$ cat src/rtl/irq_num_resolver_pkg.sv
package irq_num_resolver_pkg;
  localparam int WORD_W     = 32;
  localparam int NUM_W      = 7;
  localparam int LOCAL_W    = 8;
  localparam int LOCAL_BANK = 2;
  localparam int FLAG0_BIT  = 8;
  localparam int FLAG1_BIT  = 9;
  localparam int SC_LO      = 10;
  localparam int SC_N       = 11;
  localparam int SC_IW      = $clog2(SC_N);

  typedef struct packed {
    logic [NUM_W-1:0] num;
    logic             valid;
    logic             spurious;
  } irq_result_t;

  function automatic logic [NUM_W-1:0] shortcut_num(input logic [SC_IW-1:0] k);
    case (k)
      4'd0:    return 7'd7;
      4'd1:    return 7'd9;
      4'd2:    return 7'd10;
      4'd3:    return 7'd18;
      4'd4:    return 7'd19;
      4'd5:    return 7'd53;
      4'd6:    return 7'd54;
      4'd7:    return 7'd55;
      4'd8:    return 7'd56;
      4'd9:    return 7'd57;
      4'd10:   return 7'd62;
      default: return 7'd0;
    endcase
  endfunction
endpackage

$ cat src/rtl/msb_pick.sv
module msb_pick #(
  parameter int W  = 32,
  localparam int IW = (W > 1) ? $clog2(W) : 1
) (
  input  logic [W-1:0]  vec_i,
  output logic          any_o,
  output logic [IW-1:0] idx_o
);
  always_comb begin
    any_o = 1'b0;
    idx_o = '0;
    for (int i = 0; i < W; i++) begin
      if (vec_i[i]) begin
        any_o = 1'b1;
        idx_o = IW'(i);
      end
    end
  end
endmodule

$ cat src/rtl/group_select.sv
module group_select
  import irq_num_resolver_pkg::*;
#(
  localparam int LIW = $clog2(LOCAL_W),
  localparam int BIW = $clog2(WORD_W)
) (
  input  logic             local_any_i,
  input  logic [LIW-1:0]   local_idx_i,
  input  logic             sc_any_i,
  input  logic [SC_IW-1:0] sc_idx_i,
  input  logic             flag0_i,
  input  logic             flag1_i,
  input  logic             bank0_any_i,
  input  logic [BIW-1:0]   bank0_idx_i,
  input  logic             bank1_any_i,
  input  logic [BIW-1:0]   bank1_idx_i,
  output logic [NUM_W-1:0] num_o,
  output logic             hit_o
);
  localparam logic [NUM_W-1:0] LocalBase = NUM_W'(LOCAL_BANK * WORD_W);
  localparam logic [NUM_W-1:0] Bank1Base = NUM_W'(WORD_W);

  always_comb begin
    num_o = '0;
    hit_o = 1'b0;
    if (local_any_i) begin
      num_o = LocalBase + NUM_W'(local_idx_i);
      hit_o = 1'b1;
    end else if (sc_any_i) begin
      num_o = shortcut_num(sc_idx_i);
      hit_o = 1'b1;
    end else if (flag0_i) begin
      if (bank0_any_i) begin
        num_o = NUM_W'(bank0_idx_i);
        hit_o = 1'b1;
      end
    end else if (flag1_i) begin
      if (bank1_any_i) begin
        num_o = Bank1Base + NUM_W'(bank1_idx_i);
        hit_o = 1'b1;
      end
    end
  end
endmodule

$ cat src/rtl/irq_num_resolver.sv
module irq_num_resolver
  import irq_num_resolver_pkg::*;
(
  input  logic              clk,
  input  logic              rst_n,
  input  logic [WORD_W-1:0] sum_pend_i,
  input  logic [WORD_W-1:0] bank0_pend_i,
  input  logic [WORD_W-1:0] bank1_pend_i,
  output logic [NUM_W-1:0]  irq_num_o,
  output logic              valid_o,
  output logic              spurious_o
);
  localparam int LIW = $clog2(LOCAL_W);
  localparam int BIW = $clog2(WORD_W);

  logic             local_any, sc_any, bank0_any, bank1_any, hit;
  logic [LIW-1:0]   local_idx;
  logic [SC_IW-1:0] sc_idx;
  logic [BIW-1:0]   bank0_idx, bank1_idx;
  logic [NUM_W-1:0] num_d;
  irq_result_t      res_d, res_q;

  msb_pick #(.W(LOCAL_W)) u_local (
    .vec_i(sum_pend_i[LOCAL_W-1:0]), .any_o(local_any), .idx_o(local_idx));

  msb_pick #(.W(SC_N)) u_short (
    .vec_i(sum_pend_i[SC_LO+SC_N-1:SC_LO]), .any_o(sc_any), .idx_o(sc_idx));

  msb_pick #(.W(WORD_W)) u_bank0 (
    .vec_i(bank0_pend_i), .any_o(bank0_any), .idx_o(bank0_idx));

  msb_pick #(.W(WORD_W)) u_bank1 (
    .vec_i(bank1_pend_i), .any_o(bank1_any), .idx_o(bank1_idx));

  group_select u_sel (
    .local_any_i(local_any), .local_idx_i(local_idx),
    .sc_any_i(sc_any),       .sc_idx_i(sc_idx),
    .flag0_i(sum_pend_i[FLAG0_BIT]), .flag1_i(sum_pend_i[FLAG1_BIT]),
    .bank0_any_i(bank0_any), .bank0_idx_i(bank0_idx),
    .bank1_any_i(bank1_any), .bank1_idx_i(bank1_idx),
    .num_o(num_d), .hit_o(hit));

  always_comb begin
    res_d.num      = num_d;
    res_d.valid    = |{sum_pend_i, bank0_pend_i, bank1_pend_i};
    res_d.spurious = ~hit;
  end

  always_ff @(posedge clk) begin
    if (!rst_n) res_q <= '0;
    else        res_q <= res_d;
  end

  assign irq_num_o  = res_q.num;
  assign valid_o    = res_q.valid;
  assign spurious_o = res_q.spurious;
endmodule

$ cat config.mk
export PLATFORM = sky130hd
export DESIGN_NAME = irq_num_resolver
export DESIGN_NICKNAME = d
export VERILOG_FILES = /design/src/rtl/irq_num_resolver_pkg.sv /design/src/rtl/msb_pick.sv /design/src/rtl/group_select.sv /design/src/rtl/irq_num_resolver.sv
export SDC_FILE = /design/constraint.sdc
export NUM_CORES = 1
export LEC_CHECK = 0
export BUFFER_PORTS_ARGS = -buffer_cell sky130_fd_sc_hd__buf_2
export CELL_PAD_IN_SITES_DETAIL_PLACEMENT = 1
export CELL_PAD_IN_SITES_GLOBAL_PLACEMENT = 1
export CORE_MARGIN = 2
export CORE_UTILIZATION = 26
export DETAILED_ROUTE_END_ITERATION = 12
export PLACE_DENSITY = 0.92
export REMOVE_ABC_BUFFERS = 1
export SYNTH_ARGS = -nofsm -noshare
export SYNTH_HDL_FRONTEND = slang
export SYNTH_SLANG_ARGS = --single-unit
export TNS_END_PERCENT = 1
$ cat constraint.sdc
create_clock -name clk -period 2.8 [get_ports clk]
set_clock_uncertainty 0.2 [all_clocks]
set_input_delay 0.28 -clock clk [delete_from_list [all_inputs] [get_ports clk]]
set_output_delay 0.28 -clock clk [all_outputs]
set_load 0.01 [all_outputs]
==> results of run 1 <==
flip-flops by register name, indices dropped and copies added, names as in the netlist:
name        cells
spurious_o      1
valid_o         1
irq_num_o       7
kinds of logic after synthesis:
group / count (synthesis) / share of synthesized area, %
adder cells (fa/ha/maj): 6 / 5.25
multiplexers: 1 / 0.700
buffers and inverters: 17 / 4.46
AO/OA/AOI/OAI: 67 / 31.7
flip-flops: 9 / 12.6
AND/OR/NAND/NOR: 123 / 45.3
synthesized netlist by cell type, types with 2 or more instances:
library cell / count / area [um2]
nor2_1: 37 / 139
nor4_1: 25 / 156
inv_1: 17 / 63.8
a21oi_1: 15 / 75.1
o21ai_0: 15 / 75.1
nor3_1: 14 / 70.1
nand2_1: 13 / 48.8
dfxtp_1: 9 / 180
ha_1: 6 / 75.1
nand2b_1: 5 / 31.3
o31ai_1: 5 / 37.5
or4_1: 5 / 37.5
nand3_1: 4 / 20.0
nand4_1: 4 / 25.0
nor2b_1: 4 / 25.0
o311ai_0: 4 / 35.0
a211oi_1: 3 / 22.5
a21o_1: 3 / 22.5
a311oi_1: 3 / 26.3
or3_1: 3 / 18.8
a21boi_0: 2 / 15.0
o211ai_1: 2 / 15.0
o21a_1: 2 / 15.0
o221ai_1: 2 / 17.5
report_power, final:
part	leakage, nW	total (mW)	internal, mW	switching [mW]
Combinational	0.836	0.212	0.0955	0.117
Sequential	0.0743	0.134	0.133	0.000887
Clock	0.0228	0.152	0.0993	0.0523
Total	0.933	0.498	0.328	0.170
layout by cell type (no fill, tap or decap), drive strengths merged, types with 4 or more instances in the layout:
master,count
nand3,4
dfxtp,9
a21oi,15
nor4,26
nor3,14
nand2b,5
o21ai,15
clkbuf,4
nor2,37
or4,6
nand2,13
inv,17
buf,108
o31ai,5
nor2b,4
o311ai,4
nand4,4
ha,6
layer usage:
metal  up-vias  routed length (um)  track usage [%]  share of wire (%)
met5         -                   0                0                  0
li1       1100                   -                -                  -
met2        73                3050             36.0                 52
met1       991                2460             21.2                 42
met4         0                   4             1.75              0.068
met3         2                 336             3.22                5.7
cell type report:
cell class | instances | share of cell area, %
timing repair buffer | 108 | 25.8
sequential | 9 | 8.54
inverter | 17 | 3.02
multi-input combinational | 197 | 56.2
clock buffer | 4 | 2.13
tap | 72 | 4.27
critical path, stage by stage:
cell      delay, ns
buf_2          0.12
nand2b_1       0.14
a21oi_1        0.15
o21bai_1       0.07
a21oi_1        0.14
nor2_1         0.07
or2_2          0.31
ha_1           0.19
inv_1          0.05
mux2i_1        0.06
a21o_1         0.21
nor4b_1        0.27
o21ai_0        0.12
nand3_1        0.09
path summary, 6_finish.rpt:
kind,startpoint,end,slack (ns),cells past startpoint
max,sum_pend_i[12],irq_num_o[0]$_SDFF_PN0_,0.52,14
min,rst_n,valid_o$_SDFF_PN0_,0.13,2
==> impl_metrics.json, run 1 <==
{
  "io_buffers": 106,
  "slew-limit-headroom_pct": 65.1,
  "post_cts_resized": 0,
  "dpl.hpwl_um": 5190,
  "end_kind": "flop",
  "clk_pin_slew_worst_paths_ns": 0.05,
  "num_antenna_cells": 0,
  "postSynth.asyncResetShare_pct": 0,
  "slew_violations": 0,
  "grt_pass1_vias": 2149,
  "timing.final.ws_setup_ns": 0.517,
  "synth.lib_cells_used.distinct": 45,
  "totalPowerFinal_mw": 0.498,
  "die_width_um": 78.2,
  "largest_net_degree_at_the_start_of_global_routing": 9,
  "synthesis.area_per_instance_um2": 6.41,
  "synthesis.area_um2": 1430,
  "timing.hold.ws_ns": 0.135,
  "maxCapViolations": 0,
  "fin_area_um2": 2110,
  "power_leakage_nw": 0.933,
  "timing.critical_path.from_type": "input pin",
  "layout_worst_path_cycle_share_pct": 81.5,
  "setup_viol": 0,
  "number_of_hold_slack_violations_in_the_final_timing_report": 0,
  "final-seq-area_um2": 180,
  "place_congestion": 0.827,
  "outcome": "completed",
  "crit_arrival_ns": 2.26,
  "final_layout_size_suffix_gt1_share_pct": 34.6,
  "synth_enable_flop_cells": 0,
  "die_area_um2": 6110,
  "placementRows": 27,
  "multi_input_area_um2": 1190,
  "first_iter_violations": 68,
  "via_count": 2166,
  "cts.htree.levels": 1,
  "top_level_ports": 107,
  "synth_top_flop_cell": "dfxtp_1",
  "clk_path_buf_depth": 2,
  "antenna_found_initial": 0,
  "finalCriticalPeriod_ns": 2.28,
  "tritoncts_buffer_count": 3,
  "track_usage_pct": 18.3,
  "p_per_area_nw_per_um2": 236,
  "clock_tree.root_cell": "clkbuf_8",
  "crit_path_max_fanout": 4,
  "utilization_pct": 39.1,
  "ys_warn_count": 0,
  "flow.area_growth_from_synthesis_pct": 47.6,
  "postRouteWirelength_um": 5850,
  "drt-pass1-iter-count": 4,
  "fin_nets": 440,
  "dpl_worst_slack_ns": 0.254,
  "route.detailed.drc": 0,
  "max_slew.worst_pin.slew_ns": 0.519,
  "cp.required_ns": 2.78,
  "detail_route.wl_per_cell_um": 14.4,
  "ant_nets": 0,
  "cts_tree": "done",
  "rsz0062_at_grt": "no",
  "core_um2": 5410,
  "cts_num_sinks": 9,
  "place_inst": 403,
  "crit_type": "in2reg",
  "fillCellCount": 773,
  "placement.cell_area_um2": 2070,
  "grt-ovfl-total": 0,
  "postSynthRegisterBits": 9,
  "gate_count_of_the_mapped_netlist": 223,
  "die-height_um": 78.2,
  "post_cts_buffers": 0,
  "ctsHoldBuffers": 0,
  "hold_class": "in2reg",
  "finish.cell_count_without_fillers": 407,
  "peakVddDrop_mv": 0.128,
  "start_util_pct": 26.5,
  "synth_sequential_area_ratio_pct": 12.6,
  "routed_via_density": 5.32,
  "global_route_wire_length_before_repair_um": 9330,
  "max_clock_freq_mhz": 438,
  "fin_setup_tns_ns": 0
}
Power figures use the tool's default switching activity.
==> inputs of run 2 (changes only) <==
Settings changed: ABC_AREA set to 1, CORE_UTILIZATION 26 to 23, PLACE_DENSITY 0.92 to 0.88.
Clock period 2.8 ns to 2.1 ns, I/O delays scaled along.
==> run 2 against run 1 <==
Net effect: sequential power grew 34%; global-route usage shrank 4.2 points; routed wire length shrank 2.6%; core utilization shrank 3.4 points; clock power grew 25%; cell area grew 15%; non-clock buffer count grew 10; synthesized cell count grew 48%; power grew 38%; hold slack lost 0.13 ns; largest cell class unchanged; highest routed layer unchanged.
==> impl_metrics.json, run 2 <==
{
  "outcome": "completed",
  "global_route_wire_length_before_repair_um": 8990,
  "yosys.area.top_type_share_pct": 27.3,
  "start_util_pct": 23.7,
  "cts.htree.levels": 1,
  "antenna_found_initial": 0,
  "track_usage_pct": 14.2,
  "mostFrequentLayoutCell": "nand2_1",
  "grt-ovfl-total": 0,
  "num_antenna_cells": 0,
  "tritoncts_buffer_count": 3,
  "yosysMostFrequentCell": "nand2_1",
  "core_um2": 6790,
  "hold_class": "in2reg",
  "crit_path_max_fanout": 2,
  "rsz0062_at_grt": "yes",
  "clk_pin_slew_worst_paths_ns": 0.04,
  "first_iter_violations": 28,
  "crit_type": "in2reg",
  "max_clock_freq_mhz": 489,
  "cpMaxStageDelayCell": "buf_2",
  "ys_warn_count": 0,
  "detail_route.wl_per_cell_um": 10.4,
  "post_synth_main_area_contributors": "nand2_1 (27%), inv_1 (15%), nor2_1 (13%)",
  "largest_reg_flops": 7,
  "synth_enable_flop_cells": 0,
  "place_congestion": 0.843,
  "global_route.peak_usage_layer": "met2",
  "routed_via_density": 4.26,
  "utilization_pct": 35.6,
  "critPathMostFrequentCell": "nand2_1",
  "postSynthRegisterBits": 9,
  "p_per_area_nw_per_um2": 285,
  "fin_setup_tns_ns": 0,
  "clock_tree.root_cell": "clkbuf_8",
  "min-delay-start": "rst_n",
  "post_cts_buffers": 0,
  "synth.lib_cells_used.distinct": 22,
  "totalPowerFinal_mw": 0.690,
  "io_buffers": 106,
  "number_of_hold_slack_violations_in_the_final_timing_report": 0,
  "timing.critical_path.from_type": "input pin",
  "setup_viol": 0,
  "timing.hold.ws_ns": 0.00969,
  "drt-pass1-iter-count": 4,
  "crit_path_launch": "bank1_pend_i[1]",
  "final_layout_size_suffix_gt1_share_pct": 32.2,
  "place_inst": 545,
  "peakVddDrop_mv": 0.141,
  "finalCriticalPeriod_ns": 2.05,
  "synthesis.area_um2": 1610,
  "synth_sequential_area_ratio_pct": 11.2,
  "dpl.hpwl_um": 5350,
  "layout_worst_path_cycle_share_pct": 97.4,
  "synth_top_cells_by_count": "nand2_1 (117), inv_1 (65), nor2_1 (55)",
  "ant_nets": 0,
  "cpPeakStageDelay_ns": 0.11,
  "synth_top_flop_cell": "dfxtp_1",
  "slew-limit-headroom_pct": 72.1,
  "postRouteWirelength_um": 5700,
  "route.detailed.drc": 0,
  "maxCapViolations": 0,
  "finish.cell_count_without_fillers": 549,
  "cp.required_ns": 2.00,
  "end_kind": "flop",
  "gate_count_of_the_mapped_netlist": 331,
  "cts_tree": "done",
  "placementRows": 30,
  "use_met3_pct": 0.848,
  "gr-usage-met2_pct": 30.9,
  "cts_num_sinks": 9,
  "clk_path_buf_depth": 2,
  "top_level_ports": 107,
  "postSynth.asyncResetShare_pct": 0,
  "layout.cells.most_common_list": "nand2_1 (116), buf_2 (103), inv_1 (64), nor2_1 (55), inv_2 (17)",
  "die_area_um2": 7690,
  "via_count": 2339,
  "largest_net_degree_at_the_start_of_global_routing": 7,
  "grt_pass1_vias": 2332,
  "fin_nets": 558,
  "crit_arrival_ns": 1.95,
  "max_slew.worst_pin.slew_ns": 0.415,
  "synthesis.area_per_instance_um2": 4.86,
  "slew_violations": 0,
  "global_route.usage.met1_pct": 13.8,
  "flow.area_growth_from_synthesis_pct": 50.3,
  "power_leakage_nw": 1.50,
  "die-height_um": 87.7,
  "synth.largest_area_cell": "nand2_1",
  "die_width_um": 87.7
}
run 2: area by class of cell:
class	count	area [um2]
flip-flops and latches	9	180
clock buffers	4	45.0
multi-input cells	236	1050
fillers	997	4370
well taps	96	120
repair buffers	118	639
inverters	86	380
run 2: cell families after synthesis:
logic type	synth area share [%]
fa+ha+maj	4.66
flops	11.2
buf+inv	23.5
simple gates	49.3
compound gates	11.3
run 2: worst max-delay path, delay by kind of cell:
kind | cells | cell delay (ns)
simple gates | 34 | 1.63
buf+inv | 1 | 0.11
run 2: worst paths after layout:
path,to,slack [ns],depth (start not counted)
setup / recovery,irq_num_o[0]$_SDFF_PN0_,0.05,35
hold / removal,valid_o$_SDFF_PN0_,0.01,3
run 2: through the flow:
step	instance area, um2	worst slack (ns)
after floorplan	1610	0.130
after global placement	2350	-0.153
after detailed placement	2350	-0.227
after CTS	2400	0.00585
after global routing	2420	-0.237
final	2420	0.0547
run 2: where the power goes:
group	switching, mW	internal [mW]	leakage (nW)
Combinational	0.162	0.157	1.41
Clock	0.0590	0.131	0.0228
Sequential	0.00160	0.178	0.0743
Total	0.223	0.467	1.50
run 2: repair_timing:
item,CTS,global route
setup endpoints to repair,1,2
resized for setup,1,5
pin swaps,0,2
hold buffers,0,0
run 2: metal layers:
| metal | wire length [um] | share of wire (%) |
|---|---|---|
| met2 | 3280 | 58 |
| met1 | 2130 | 37 |
| met3 | 212 | 3.7 |
| met5 | 0 | 0 |
| met4 | 72 | 1.3 |
==> inputs of run 3 (changes only) <==
Settings changed: HOLD_SLACK_MARGIN set to 0.02.
==> run 3 against run 2 <==
Net effect: fmax is essentially flat; critical path type unchanged; cell area grew 0.41%; sequential power is essentially flat; critical endpoint unchanged.
==> impl_metrics.json, run 3 (synthesis results as in run 2) <==
{
  "layout_worst_path_cycle_share_pct": 97.4,
  "setup_viol": 0,
  "ant_nets": 0,
  "crit_arrival_ns": 1.95,
  "crit_type": "in2reg",
  "max_slew.worst_pin.slew_ns": 0.415,
  "peakVddDrop_mv": 0.141,
  "tritoncts_buffer_count": 3,
  "grt-ovfl-total": 0,
  "timing.hold.ws_ns": 0.107,
  "die_area_um2": 7690,
  "flow.area_growth_from_synthesis_pct": 50.9,
  "largest_net_degree_at_the_start_of_global_routing": 7,
  "critPathMostFrequentCell": "nand2_1",
  "layout.cells.most_common_list": "nand2_1 (116), buf_2 (103), inv_1 (64), nor2_1 (55), inv_2 (17)",
  "maxCapViolations": 0,
  "timing.critical_path.from_type": "input pin",
  "placement.cell_area_um2": 2350,
  "cts.htree.levels": 1,
  "track_usage_pct": 14.3,
  "first_iter_violations": 27,
  "num_antenna_cells": 0,
  "p_per_area_nw_per_um2": 285,
  "start_util_pct": 23.7,
  "power_leakage_nw": 1.51,
  "cpMaxStageDelayCell": "buf_2",
  "power_switching_share_pct": 32.4,
  "utilization_pct": 35.8,
  "io_buffers": 106,
  "drt-pass1-iter-count": 4,
  "cpPeakStageDelay_ns": 0.11,
  "outcome": "completed",
  "end_kind": "flop",
  "detail_route.wl_per_cell_um": 10.5,
  "global_route_wire_length_before_repair_um": 9080,
  "finish.cell_count_without_fillers": 550,
  "post_cts_buffers": 0,
  "place_inst": 545,
  "final_layout_size_suffix_gt1_share_pct": 32.2,
  "via_count": 2345,
  "max_clock_freq_mhz": 489,
  "hold_class": "in2reg",
  "timing.final.ws_setup_ns": 0.0547,
  "clock_power_share_pct": 27.6,
  "intPower_mw": 0.468,
  "fin_area_um2": 2430,
  "min-delay-start": "sum_pend_i[7]",
  "cts_num_sinks": 9,
  "dpl_worst_slack_ns": -0.227,
  "cts_tree": "done",
  "grt_pass1_vias": 2341,
  "cp.required_ns": 2.00,
  "fin_nets": 559,
  "clk_path_buf_depth": 2,
  "die-height_um": 87.7,
  "postRouteWirelength_um": 5780,
  "hold-path-endpoint": "irq_num_o[1]$_SDFF_PN0_",
  "placementRows": 30,
  "dpl.hpwl_um": 5350,
  "share_of_total_power_in_sequential_cells_pct": 25.9,
  "top_level_ports": 107,
  "largest_reg_flops": 7,
  "finalCriticalPeriod_ns": 2.05,
  "number_of_hold_slack_violations_in_the_final_timing_report": 0,
  "rsz0062_at_grt": "yes",
  "clock_tree.root_cell": "clkbuf_8",
  "place_congestion": 0.843,
  "clk_pin_slew_worst_paths_ns": 0.04,
  "slew_violations": 0,
  "core_um2": 6790,
  "number_of_stages_on_the_worst_hold_path": 3,
  "crit_path_max_fanout": 2,
  "totalPowerFinal_mw": 0.693,
  "routed_via_density": 4.26,
  "antenna_found_initial": 0,
  "route.detailed.drc": 0,
  "p_comb_share_pct": 46.5,
  "die_width_um": 87.7,
  "fin_setup_tns_ns": 0,
  "mostFrequentLayoutCell": "nand2_1",
  "p_switching_mw": 0.225,
  "slew-limit-headroom_pct": 72.1
}
[run 3: power groups by stage]
stage	Sequential, mW	Combinational [mW]	Clock [mW]
2_1_floorplan	0.185	0.152	0
3_3_place_gp	0.182	0.305	0
3_5_place_dp	0.183	0.319	0
4_1_cts	0.180	0.322	0.194
5_1_grt	0.180	0.370	0.205
6_report	0.179	0.322	0.191
[run 3: cell type report]
type,instances,area (um2)
Inverter,86,380
Multi-Input combinational cell,236,1050
Timing Repair Buffer,119,649
Fill cell,994,4360
Sequential cell,9,180
Clock buffer,4,45.0
Tap cell,96,120
[run 3: worst max path at each step]
stage,from,endpoint,slack (ns),depth (start not counted)
2_1_floorplan,bank1_pend_i[2],irq_num_o[0]$_SDFF_PN0_,0.13,35
3_3_place_gp,bank1_pend_i[1],irq_num_o[0]$_SDFF_PN0_,-0.15,35
3_5_place_dp,bank1_pend_i[2],irq_num_o[0]$_SDFF_PN0_,-0.23,36
4_1_cts,bank1_pend_i[2],irq_num_o[0]$_SDFF_PN0_,0.006,36
5_1_grt,bank0_pend_i[1],irq_num_o[0]$_SDFF_PN0_,-0.24,35
6_report,bank1_pend_i[1],irq_num_o[0]$_SDFF_PN0_,0.05,35
[run 3: routing by layer]
metal  global-route usage, %  routed length, um  vias to the layer above
met1                    14.0               2160                     1055
met4                    3.78                 72                        0
met3                   0.848                212                        6
met2                    31.3               3340                       53
met5                       0                  0                        -
li1                        -                  -                     1231
[run 3: timing repair]
item,CTS,global route
resized for setup,1,5
hold endpoints to repair,1,0
hold buffers,1,0
gates cloned,0,0
pin swaps,0,2
setup endpoints to repair,1,2
[run 3: critical path, delay by kind of cell]
kind / cells / cell delay (ns)
buf+inv: 1 / 0.11
simple gates: 34 / 1.63
